===== src/rtl/wis_pkg.sv =====
package wis_pkg;

    localparam int LANES   = 16;
    localparam int THREADS = 64;
    localparam int INSTR_W = 32;
    localparam int SLICES  = THREADS / LANES;
    localparam int SLICE_W = (SLICES > 1) ? $clog2(SLICES) : 1;

    typedef logic [THREADS-1:0] exec_mask_t;
    typedef logic [LANES-1:0]   lane_en_t;
    typedef logic [INSTR_W-1:0] instr_t;
    typedef logic [SLICE_W-1:0] slice_idx_t;

    // Contents of one wavefront instruction slot
    typedef struct packed {
        instr_t     instr;
        logic       dp;
        exec_mask_t mask;
    } slot_t;

    typedef enum logic {
        SEQ_IDLE = 1'b0,
        SEQ_BUSY = 1'b1
    } seq_state_e;

    // Lane enables for quarter s: threads s*LANES .. s*LANES+LANES-1
    function automatic lane_en_t slice_lanes(input exec_mask_t m, input slice_idx_t s);
        return m[int'(s)*LANES +: LANES];
    endfunction

endpackage


===== src/rtl/wis_slot_bank.sv =====
module wis_slot_bank
    import wis_pkg::*;
#(
    parameter int NUM_WAVES = 10,
    parameter int WID_W     = 4
) (
    input  logic                 clk,
    input  logic                 rst,
    input  logic                 wr_en,
    input  logic [WID_W-1:0]     wr_wid,
    input  slot_t                wr_data,
    input  logic                 clr_en,
    input  logic [WID_W-1:0]     clr_wid,
    input  logic [WID_W-1:0]     rd_wid,
    output logic [NUM_WAVES-1:0] pending,
    output slot_t                rd_data
);

    localparam logic [WID_W-1:0] TOP_WID = WID_W'(NUM_WAVES - 1);

    slot_t [NUM_WAVES-1:0] slot_arr;

    for (genvar i = 0; i < NUM_WAVES; i++) begin : g_slot
        logic  vld_q;
        slot_t data_q;

        always_ff @(posedge clk) begin
            if (rst) begin
                vld_q  <= 1'b0;
                data_q <= '0;
            end else if (clr_en && clr_wid == WID_W'(i)) begin
                vld_q <= 1'b0;
            end else if (wr_en && wr_wid == WID_W'(i) && !vld_q) begin
                vld_q  <= 1'b1;
                data_q <= wr_data;
            end
        end

        assign pending[i]  = vld_q;
        assign slot_arr[i] = data_q;
    end

    always_comb begin
        rd_data = '0;
        if (rd_wid <= TOP_WID) begin
            rd_data = slot_arr[rd_wid];
        end
    end

endmodule


===== src/rtl/wis_rr_pick.sv =====
module wis_rr_pick #(
    parameter int NUM_WAVES = 10,
    parameter int WID_W     = 4
) (
    input  logic [NUM_WAVES-1:0] req,
    input  logic [WID_W-1:0]     prev_wid,
    output logic                 gnt_vld,
    output logic [WID_W-1:0]     gnt_wid
);

    // Search order: prev+1, prev+2, ... wrapping, prev last
    always_comb begin
        gnt_vld = 1'b0;
        gnt_wid = prev_wid;
        for (int off = 1; off <= NUM_WAVES; off++) begin
            int idx;
            idx = int'(prev_wid) + off;
            if (idx >= NUM_WAVES) begin
                idx = idx - NUM_WAVES;
            end
            if (!gnt_vld && req[idx]) begin
                gnt_vld = 1'b1;
                gnt_wid = WID_W'(idx);
            end
        end
    end

endmodule


===== src/rtl/wis_window.sv =====
module wis_window
    import wis_pkg::*;
#(
    parameter int DP_FACTOR = 4
) (
    input  logic       clk,
    input  logic       rst,
    input  logic       start,
    input  logic       start_dp,
    output logic       busy,
    output slice_idx_t slice,
    output logic       last
);

    localparam int REP_W = (DP_FACTOR > 1) ? $clog2(DP_FACTOR) : 1;
    localparam logic [REP_W-1:0] REP_MAX = REP_W'(DP_FACTOR - 1);
    localparam slice_idx_t       SL_MAX  = SLICE_W'(SLICES - 1);

    seq_state_e       state_q;
    slice_idx_t       slice_q;
    logic [REP_W-1:0] rep_q;
    logic             dp_q;
    logic [REP_W-1:0] rep_lim;
    logic             rep_done;

    assign rep_lim  = dp_q ? REP_MAX : '0;
    assign rep_done = (rep_q == rep_lim);
    assign busy     = (state_q == SEQ_BUSY);
    assign slice    = slice_q;
    assign last     = busy && rep_done && (slice_q == SL_MAX);

    always_ff @(posedge clk) begin
        if (rst) begin
            state_q <= SEQ_IDLE;
            slice_q <= '0;
            rep_q   <= '0;
            dp_q    <= 1'b0;
        end else if (start) begin
            state_q <= SEQ_BUSY;
            slice_q <= '0;
            rep_q   <= '0;
            dp_q    <= start_dp;
        end else if (last) begin
            state_q <= SEQ_IDLE;
            slice_q <= '0;
            rep_q   <= '0;
        end else if (busy) begin
            if (rep_done) begin
                rep_q   <= '0;
                slice_q <= slice_q + 1'b1;
            end else begin
                rep_q <= rep_q + 1'b1;
            end
        end
    end

endmodule


===== src/rtl/wis_issue_seq.sv =====
module wis_issue_seq
    import wis_pkg::*;
#(
    parameter  int NUM_WAVES = 10,
    parameter  int DP_FACTOR = 4,
    localparam int WID_W     = (NUM_WAVES > 1) ? $clog2(NUM_WAVES) : 1
) (
    input  logic                 clk,
    input  logic                 rst,
    input  logic                 ld_en,
    input  logic [WID_W-1:0]     ld_wid,
    input  logic [INSTR_W-1:0]   ld_instr,
    input  logic                 ld_dp,
    input  logic [THREADS-1:0]   ld_mask,
    input  logic [NUM_WAVES-1:0] wave_ready,
    output logic                 iss_active,
    output logic [WID_W-1:0]     iss_wid,
    output logic [SLICE_W-1:0]   iss_slice,
    output logic [LANES-1:0]     iss_lane_en,
    output logic [INSTR_W-1:0]   iss_instr,
    output logic                 iss_dp,
    output logic                 iss_last
);

    localparam logic [WID_W-1:0] TOP_WID = WID_W'(NUM_WAVES - 1);

    logic [NUM_WAVES-1:0] pending;
    logic [NUM_WAVES-1:0] cur_hold;
    logic [NUM_WAVES-1:0] eligible;
    logic                 wr_ok;
    slot_t                wr_slot;
    slot_t                pick_slot;
    slot_t                cur_q;
    logic [WID_W-1:0]     cur_wid_q;
    logic                 gnt_vld;
    logic [WID_W-1:0]     gnt_wid;
    logic                 busy;
    logic                 last;
    logic                 start;
    slice_idx_t           slice;

    assign wr_ok   = ld_en && (ld_wid <= TOP_WID);
    assign wr_slot = '{instr: ld_instr, dp: ld_dp, mask: ld_mask};

    wis_slot_bank #(
        .NUM_WAVES(NUM_WAVES),
        .WID_W    (WID_W)
    ) bank_i (
        .clk    (clk),
        .rst    (rst),
        .wr_en  (wr_ok),
        .wr_wid (ld_wid),
        .wr_data(wr_slot),
        .clr_en (last),
        .clr_wid(cur_wid_q),
        .rd_wid (gnt_wid),
        .pending(pending),
        .rd_data(pick_slot)
    );

    // The wave being issued is being freed; keep it out of the search
    for (genvar i = 0; i < NUM_WAVES; i++) begin : g_hold
        assign cur_hold[i] = busy && (cur_wid_q == WID_W'(i));
    end

    assign eligible = pending & wave_ready & ~cur_hold;

    wis_rr_pick #(
        .NUM_WAVES(NUM_WAVES),
        .WID_W    (WID_W)
    ) pick_i (
        .req     (eligible),
        .prev_wid(cur_wid_q),
        .gnt_vld (gnt_vld),
        .gnt_wid (gnt_wid)
    );

    assign start = (!busy || last) && gnt_vld;

    wis_window #(
        .DP_FACTOR(DP_FACTOR)
    ) win_i (
        .clk     (clk),
        .rst     (rst),
        .start   (start),
        .start_dp(pick_slot.dp),
        .busy    (busy),
        .slice   (slice),
        .last    (last)
    );

    // cur_wid_q doubles as the round-robin pointer (last issued ID)
    always_ff @(posedge clk) begin
        if (rst) begin
            cur_wid_q <= TOP_WID;
            cur_q     <= '0;
        end else if (start) begin
            cur_wid_q <= gnt_wid;
            cur_q     <= pick_slot;
        end
    end

    assign iss_active  = busy;
    assign iss_wid     = cur_wid_q;
    assign iss_slice   = slice;
    assign iss_lane_en = busy ? slice_lanes(cur_q.mask, slice) : '0;
    assign iss_instr   = cur_q.instr;
    assign iss_dp      = cur_q.dp;
    assign iss_last    = last;

endmodule


===== config.mk =====
export PLATFORM = sky130hd
export DESIGN_NAME = wis_issue_seq
export DESIGN_NICKNAME = d
export VERILOG_FILES = /design/src/rtl/wis_pkg.sv /design/src/rtl/wis_slot_bank.sv /design/src/rtl/wis_rr_pick.sv /design/src/rtl/wis_window.sv /design/src/rtl/wis_issue_seq.sv
export SDC_FILE = /design/constraint.sdc
export NUM_CORES = 2
export LEC_CHECK = 0
export ABC_AREA = 0
export ABC_CLOCK_PERIOD_IN_PS = 7400
export BUFFER_PORTS_ARGS = -buffer_cell sky130_fd_sc_hd__clkbuf_2
export CAP_MARGIN = 20
export CORE_MARGIN = 4
export CORE_UTILIZATION = 55
export DETAILED_ROUTE_END_ITERATION = 8
export GPL_ROUTABILITY_DRIVEN = 0
export PLACE_DENSITY = 0.8
export SLEW_MARGIN = 0
export SYNTH_ARGS = -nofsm -noshare
export SYNTH_HDL_FRONTEND = slang
export SYNTH_SLANG_ARGS = --single-unit

===== constraint.sdc =====
create_clock -name clk -period 7.4 [get_ports clk]
set_input_delay 0.74 -clock clk [delete_from_list [all_inputs] [get_ports clk]]
set_output_delay 0.74 -clock clk [all_outputs]
set_load 0.05 [all_outputs]

Yosys cells after proc, flatten, opt, wreduce, memory -nomap -nowiden
Index checks and enable logic that the tools add are counted.
Widths: inputs -> output; s select.
{"block": "op_classes", "magnitude_cmp": 23, "addsub": 22, "reduce_logical": 99, "eq_ne": 20, "bitwise_logic": 13, "n_mux": 68, "n_shift": 1}
{"operator": "$bmux 97 s4", "n": 1}
{"operator": "$ge 32x5->1 const B", "n": 10}
{"operator": "$lt 32x6->1 const B", "n": 10}
{"operator": "$mux 32", "n": 10}
{"operator": "$sub 32x5->32 const B", "n": 10}
{"operator": "$mux 97", "n": 2}
{"operator": "$shiftx 64x7->16", "n": 1}
{"operator": "$logic_and 1x1->1", "n": 53}
{"operator": "$bmux 1 s4", "n": 10}
{"operator": "$mux 4", "n": 10}
{"operator": "$eq 4x3->1 const B", "n": 8}
{"operator": "$mux 1", "n": 32}
{"operator": "$reduce_and 2->1", "n": 11}
{"operator": "$add 4x3->5 const B", "n": 4}
{"operator": "$and 10x10->10", "n": 2}
{"operator": "$logic_not 1->1", "n": 20}
{"operator": "$reduce_or 2->1", "n": 10}
{"operator": "$eq 4x2->1 const B", "n": 4}
{"operator": "$eq 4x4->1 const B", "n": 4}
{"operator": "$mux 16", "n": 1}
{"operator": "$add 4x4->5 const B", "n": 3}
{"operator": "$add 4x2->5 const B", "n": 2}
{"operator": "$not 1->1", "n": 10}
{"operator": "$not 10->10", "n": 1}
{"operator": "other kinds (12)", "n": 17}
{"block": "word_totals", "reg_bits": 1086, "word_cells": 293, "out_inout_bits": 57}

Logic depth before layout (Yosys ltp)
{"block": "depth", "depth_word": 38, "mapped_depth": 26, "depth_no_buf": 17}

Modules after synthesis
A second synthesis with hierarchy kept.
{"block": "hier_totals", "cells_unflattened": 6206, "area_unflattened_um2": 50246.9}
{"module": "wis_slot_bank", "cells_per_inst": 5191, "instances": 1, "area_each_um2": 41537.3}
{"module": "wis_issue_seq", "cells_per_inst": 555, "instances": 1, "area_each_um2": 5348.9}
{"module": "wis_rr_pick", "cells_per_inst": 431, "instances": 1, "area_each_um2": 3089.2}
{"module": "wis_window", "cells_per_inst": 29, "instances": 1, "area_each_um2": 271.5}

Worst setup path after synthesis
Ideal clock, no wire load.
{"block": "synth_path", "path_kind": "reg2reg", "start": "register cur_wid_q[0], in the netlist iss_wid[0]", "end": "register cur_q (netlist bit iss_instr[15])", "period_less_slack_ns": 5.778, "setup_slack_ns": 1.622, "path_buffers": 8, "setup_time_ns": 0.134, "required_time_ns": 7.266, "arrival_time_ns": 5.644, "path_stages_with_launch": 25, "cell_sequence": "dfxtp_1 > buf_4 > buf_6 > inv_1 > buf_2 > ha_1 > clkbuf_1 > inv_1 > ha_1 > nand2b_1 > a21oi_1 > a211oi_1 > or3_1 > buf_1 > and3_1 > and3_1 > buf_2 > nand2_2 > o21ai_4 > xnor2_1 > buf_4 > buf_2 > mux4_2 > a22oi_1 > o211ai_1"}
{"block": "synth_via", "elab_chain_cells": 38, "elab_cells_between_ends": 135}
{"item": "start, declared", "line_no": "wis_issue_seq.sv:34", "text": "logic [WID_W-1:0] cur_wid_q;"}
{"item": "start signal, assigned", "line_no": "wis_issue_seq.sv:98", "text": "cur_wid_q <= gnt_wid;"}
{"item": "branches (longest 38 deep; another with $sub 32x5->32)"}
{"item": "end signal, assigned", "line_no": "wis_issue_seq.sv:99", "text": "cur_q <= pick_slot;"}
{"item": "end, declared", "line_no": "wis_issue_seq.sv:33", "text": "slot_t cur_q;"}
Parallel ways; which one is timed is not known. The select of a mux whose other input is x is not followed.
A chain may end at the register's enable or synchronous reset.

Worst setup path in the final report
{"block": "layout_path", "start": "register cur_wid_q[2], in the netlist iss_wid[2]", "end": "register cur_q[22] in the netlist's numbering"}
The elaborated chain is that of the path after synthesis.

==> out/qor.yml <==
cells_and_area:
  final_util_pct: 60.2
  syn2layout_area_growth_pct: 8.80
  mostFrequentLayoutCells: "2010 x nand2_1, 1086 x dfxtp_1, 1004 x a21oi_1"
  nFillCells: 7134
  final_area_mm2: 0.0531
  drive_gt1_share_pct: 14.1
  final_common_cell: "nand2_1"
  nNetsFinal: 5702
detailed_routing:
  route.detailed.drc: 0
  wire_per_inst_um: 23.7
  drtPass1Iterations: 6
  wirelength_mm: 162
  viasPerCell: 6.48
  ant_nets: 0
  num_vias: 44300
  drtIter0Drc: 6528
sta:
  drv_slew: 0
  slew-limit-headroom_pct: 19.3
  min_period_ns: 6.13
  finalSetupTns_ns: 0
  clock.fmax_ghz: 0.163
  final.setup.worst_slack_ns: 1.27
  rsz0062_at_grt: "false"
  finalClockSkew_ns: 0.0298
  hold_viol: 0
  fin_crit_sh_pct: 82.8
  worst_slew_pin_slew_ns: 1.21
  setup-violations-final: 0
worst_setup_path:
  slowest_stage: "buf_4"
  endpoint_kind: "flip-flop"
  crit_buf_inv: 4
  timing.rr.end: "cur_q[22]"
  cp_max_fo: 30
  cp_top_family: "simple AND/OR/NAND/NOR gates"
  path_class: "flip-flop to flip-flop"
  timing.rr.start: "iss_wid[2]"
  worstRegToRegCells: 17
  path_cells: "buf_4, xor2_2, inv_1, ha_1, nand2b_1, a21oi_1, a211oi_1, nand3_1, a2bb2oi_1, and3_1, and3_1, and2_1, a311oi_4, buf_4, nand2b_2, buf_12, o211ai_1"
  critPathArrivalTime_ns: 6.71
  ff2ff_setup_slack_ns: 1.27
  required_ns: 7.98
  max_stage_delay_ns: 0.69
  cp-startpoint: "iss_wid[2]"
  setup.worst_path.start_class: "flip-flop"
synthesis:
  synth-compound-area-share_pct: 17.4
  synthCells: 5815
  synth_area_mm2: 0.0488
  synth-seq-area-share_pct: 44.5
  synth_top_family_by_area: "simple AND/OR/NAND/NOR gates"
  synth_area_leaders: "dfxtp_1 45%, nand2_1 15%, a21oi_1 10%, mux4_2 9.7%, clkbuf_1 2.8%"
  ys_async_sr_fraction_pct: 0
  synth_nets: 5954
  synth.distinct_cells: 91
  yosysTopAreaCellShare_pct: 44.5
  synth_edf_count: 0
  synth_area_per_cell_um2: 8.40
  synthAdderAreaFrac_pct: 0.656
  synthSimpleGateAreaFrac_pct: 19.2
  synth-seq-cells: 1086
  yosysWarningCount: 0
  yosysTopAreaCell: "dfxtp_1"
  synthFlopType: "dfxtp_1"
  synthMuxAreaShare_pct: 12.4
  synthXorXnorAreaFrac_pct: 0.246
power:
  power.density_mw_per_mm2: 482
  p_leak_uw: 0.0176
  p_total_uw: 25600
  ir_drop_mv: 1.28
placed_design:
  hpwl_mm: 87.3
  portBuffers: 170
  place_area_mm2: 0.0496
  dp_slack_ns: 1.42
cts:
  cts_setup_buffers: 0
  insertion_delay_ns: 0.69
  cts.sinks: 1086
  root_buffer: "clkbuf_16"
  cts_tree: "done"
  cts_buffers: 100
  path_clk_slew_ns: 0.06
  htreeDepth: 3
  ctsHoldBuffers: 0
  clock_path_buffers: 3
  cts.repair.resized: 0
floorplanning:
  dieArea_mm2: 0.0936
  start_util_pct: 55.4
  core_area_mm2: 0.0882
  fp.dieW_um: 306
  io_pins: 171
  fp-row-count: 109
  die-height_um: 306
global_route:
  gr-total-overflow: 0
  antenna_found_initial: 27
  grt_pass1_wl_mm: 246
  grt_start_max_net_pins: 233
  grt_pass1_vias: 42300
  grt_usage_pct: 33.1
hold_path:
  hold_class: "input pin to flip-flop"
  min_to: "bank_i.g_slot[7].data_q[63]"
  holdCritStartpoint: "ld_mask[63]"
  hold_depth: 3
outcome:
  outcome: "finished clean"
run:
  cap_violations: 0
[power by group]
part           internal, uW  total (uW)  leakage, uW  switching, uW
registers              6010        6150      0.00877            144
logic                  5220       14000      0.00711           8790
clock network          3140        5440      0.00171           2300
total                 14400       25600       0.0176          11200
[registers in the layout, indices dropped and copies added, names as in the netlist]
signal                cells
bank_i.g_slot.data_q    970
bank_i.g_slot.vld_q      10
cur_q                    64
iss_instr                32
iss_wid                   4
win_i.busy                1
win_i.dp_q                1
win_i.rep_q               2
win_i.slice               2
[worst max path at each step]
stage                               end  depth (start not counted)
after detailed placement      cur_q[16]                         18
after floorplan           iss_instr[15]                         24
final                         cur_q[22]                         17
after global placement        cur_q[27]                         18
after CTS                     cur_q[17]                         18
after global routing          cur_q[25]                         19
[area by class of cell]
type                       count  area (um^2)  share of cell area [%]
inverter                      16         60.1                   0.113
sequential                  1086        21700                    40.9
antenna                       18         45.0                  0.0848
timing repair buffer         255         1820                    3.42
clock inverter                34          435                   0.819
multi-input combinational   4104        24600                    46.2
tap                         1165         1460                    2.74
clock buffer                 153         3030                    5.69
[tightest hold or removal path, cell delays in order]
cell and delay [ns]:
clkbuf_2 0.17, nand2_1 0.09, a21oi_1 0.05
[metrics by stage]
step	cells	hold WS [ns]
floorplan	5815	0.432
global placement	6624	0.438
detailed placement	6624	0.443
CTS	6811	0.387
global route	6822	0.420
finish	6831	0.408
[cells by family (layout without fill, tap and decap cells)]
| logic type | Yosys count | in the layout |
|---|---|---|
| AO/OA/AOI/OAI | 1398 | 1398 |
| flip-flops | 1086 | 1086 |
| AND/OR/NAND/NOR | 2335 | 2335 |
| adder cells (fa/ha/maj) | 25 | 25 |
| other | 0 | 18 |
| multiplexers | 334 | 334 |
| XOR/XNOR | 12 | 12 |
| buffers and inverters | 625 | 458 |
[routing by layer]
layer / part of all wire (%) / vias up / GRT usage (%)
met5: 0.085 / - / 0
met4: 5.7 / 20 / 18.5
met3: 14 / 723 / 8.57
met2: 45 / 2994 / 51.6
met1: 36 / 21000 / 42.1
li1: - / 19500 / -
[synthesized netlist by cell type, types with 42 or more instances]
cell type	n
nand3_1	43
mux4_2	211
nand2_1	2011
buf_4	48
a21oi_1	1004
a221oi_2	50
a221oi_1	65
dfxtp_1	1086
mux2_2	61
mux2i_1	59
nor3_1	94
a211oi_1	64
o211ai_1	46
buf_1	123
buf_2	57
a22oi_1	42
clkbuf_1	366
(Power assumes the default switching activity.)
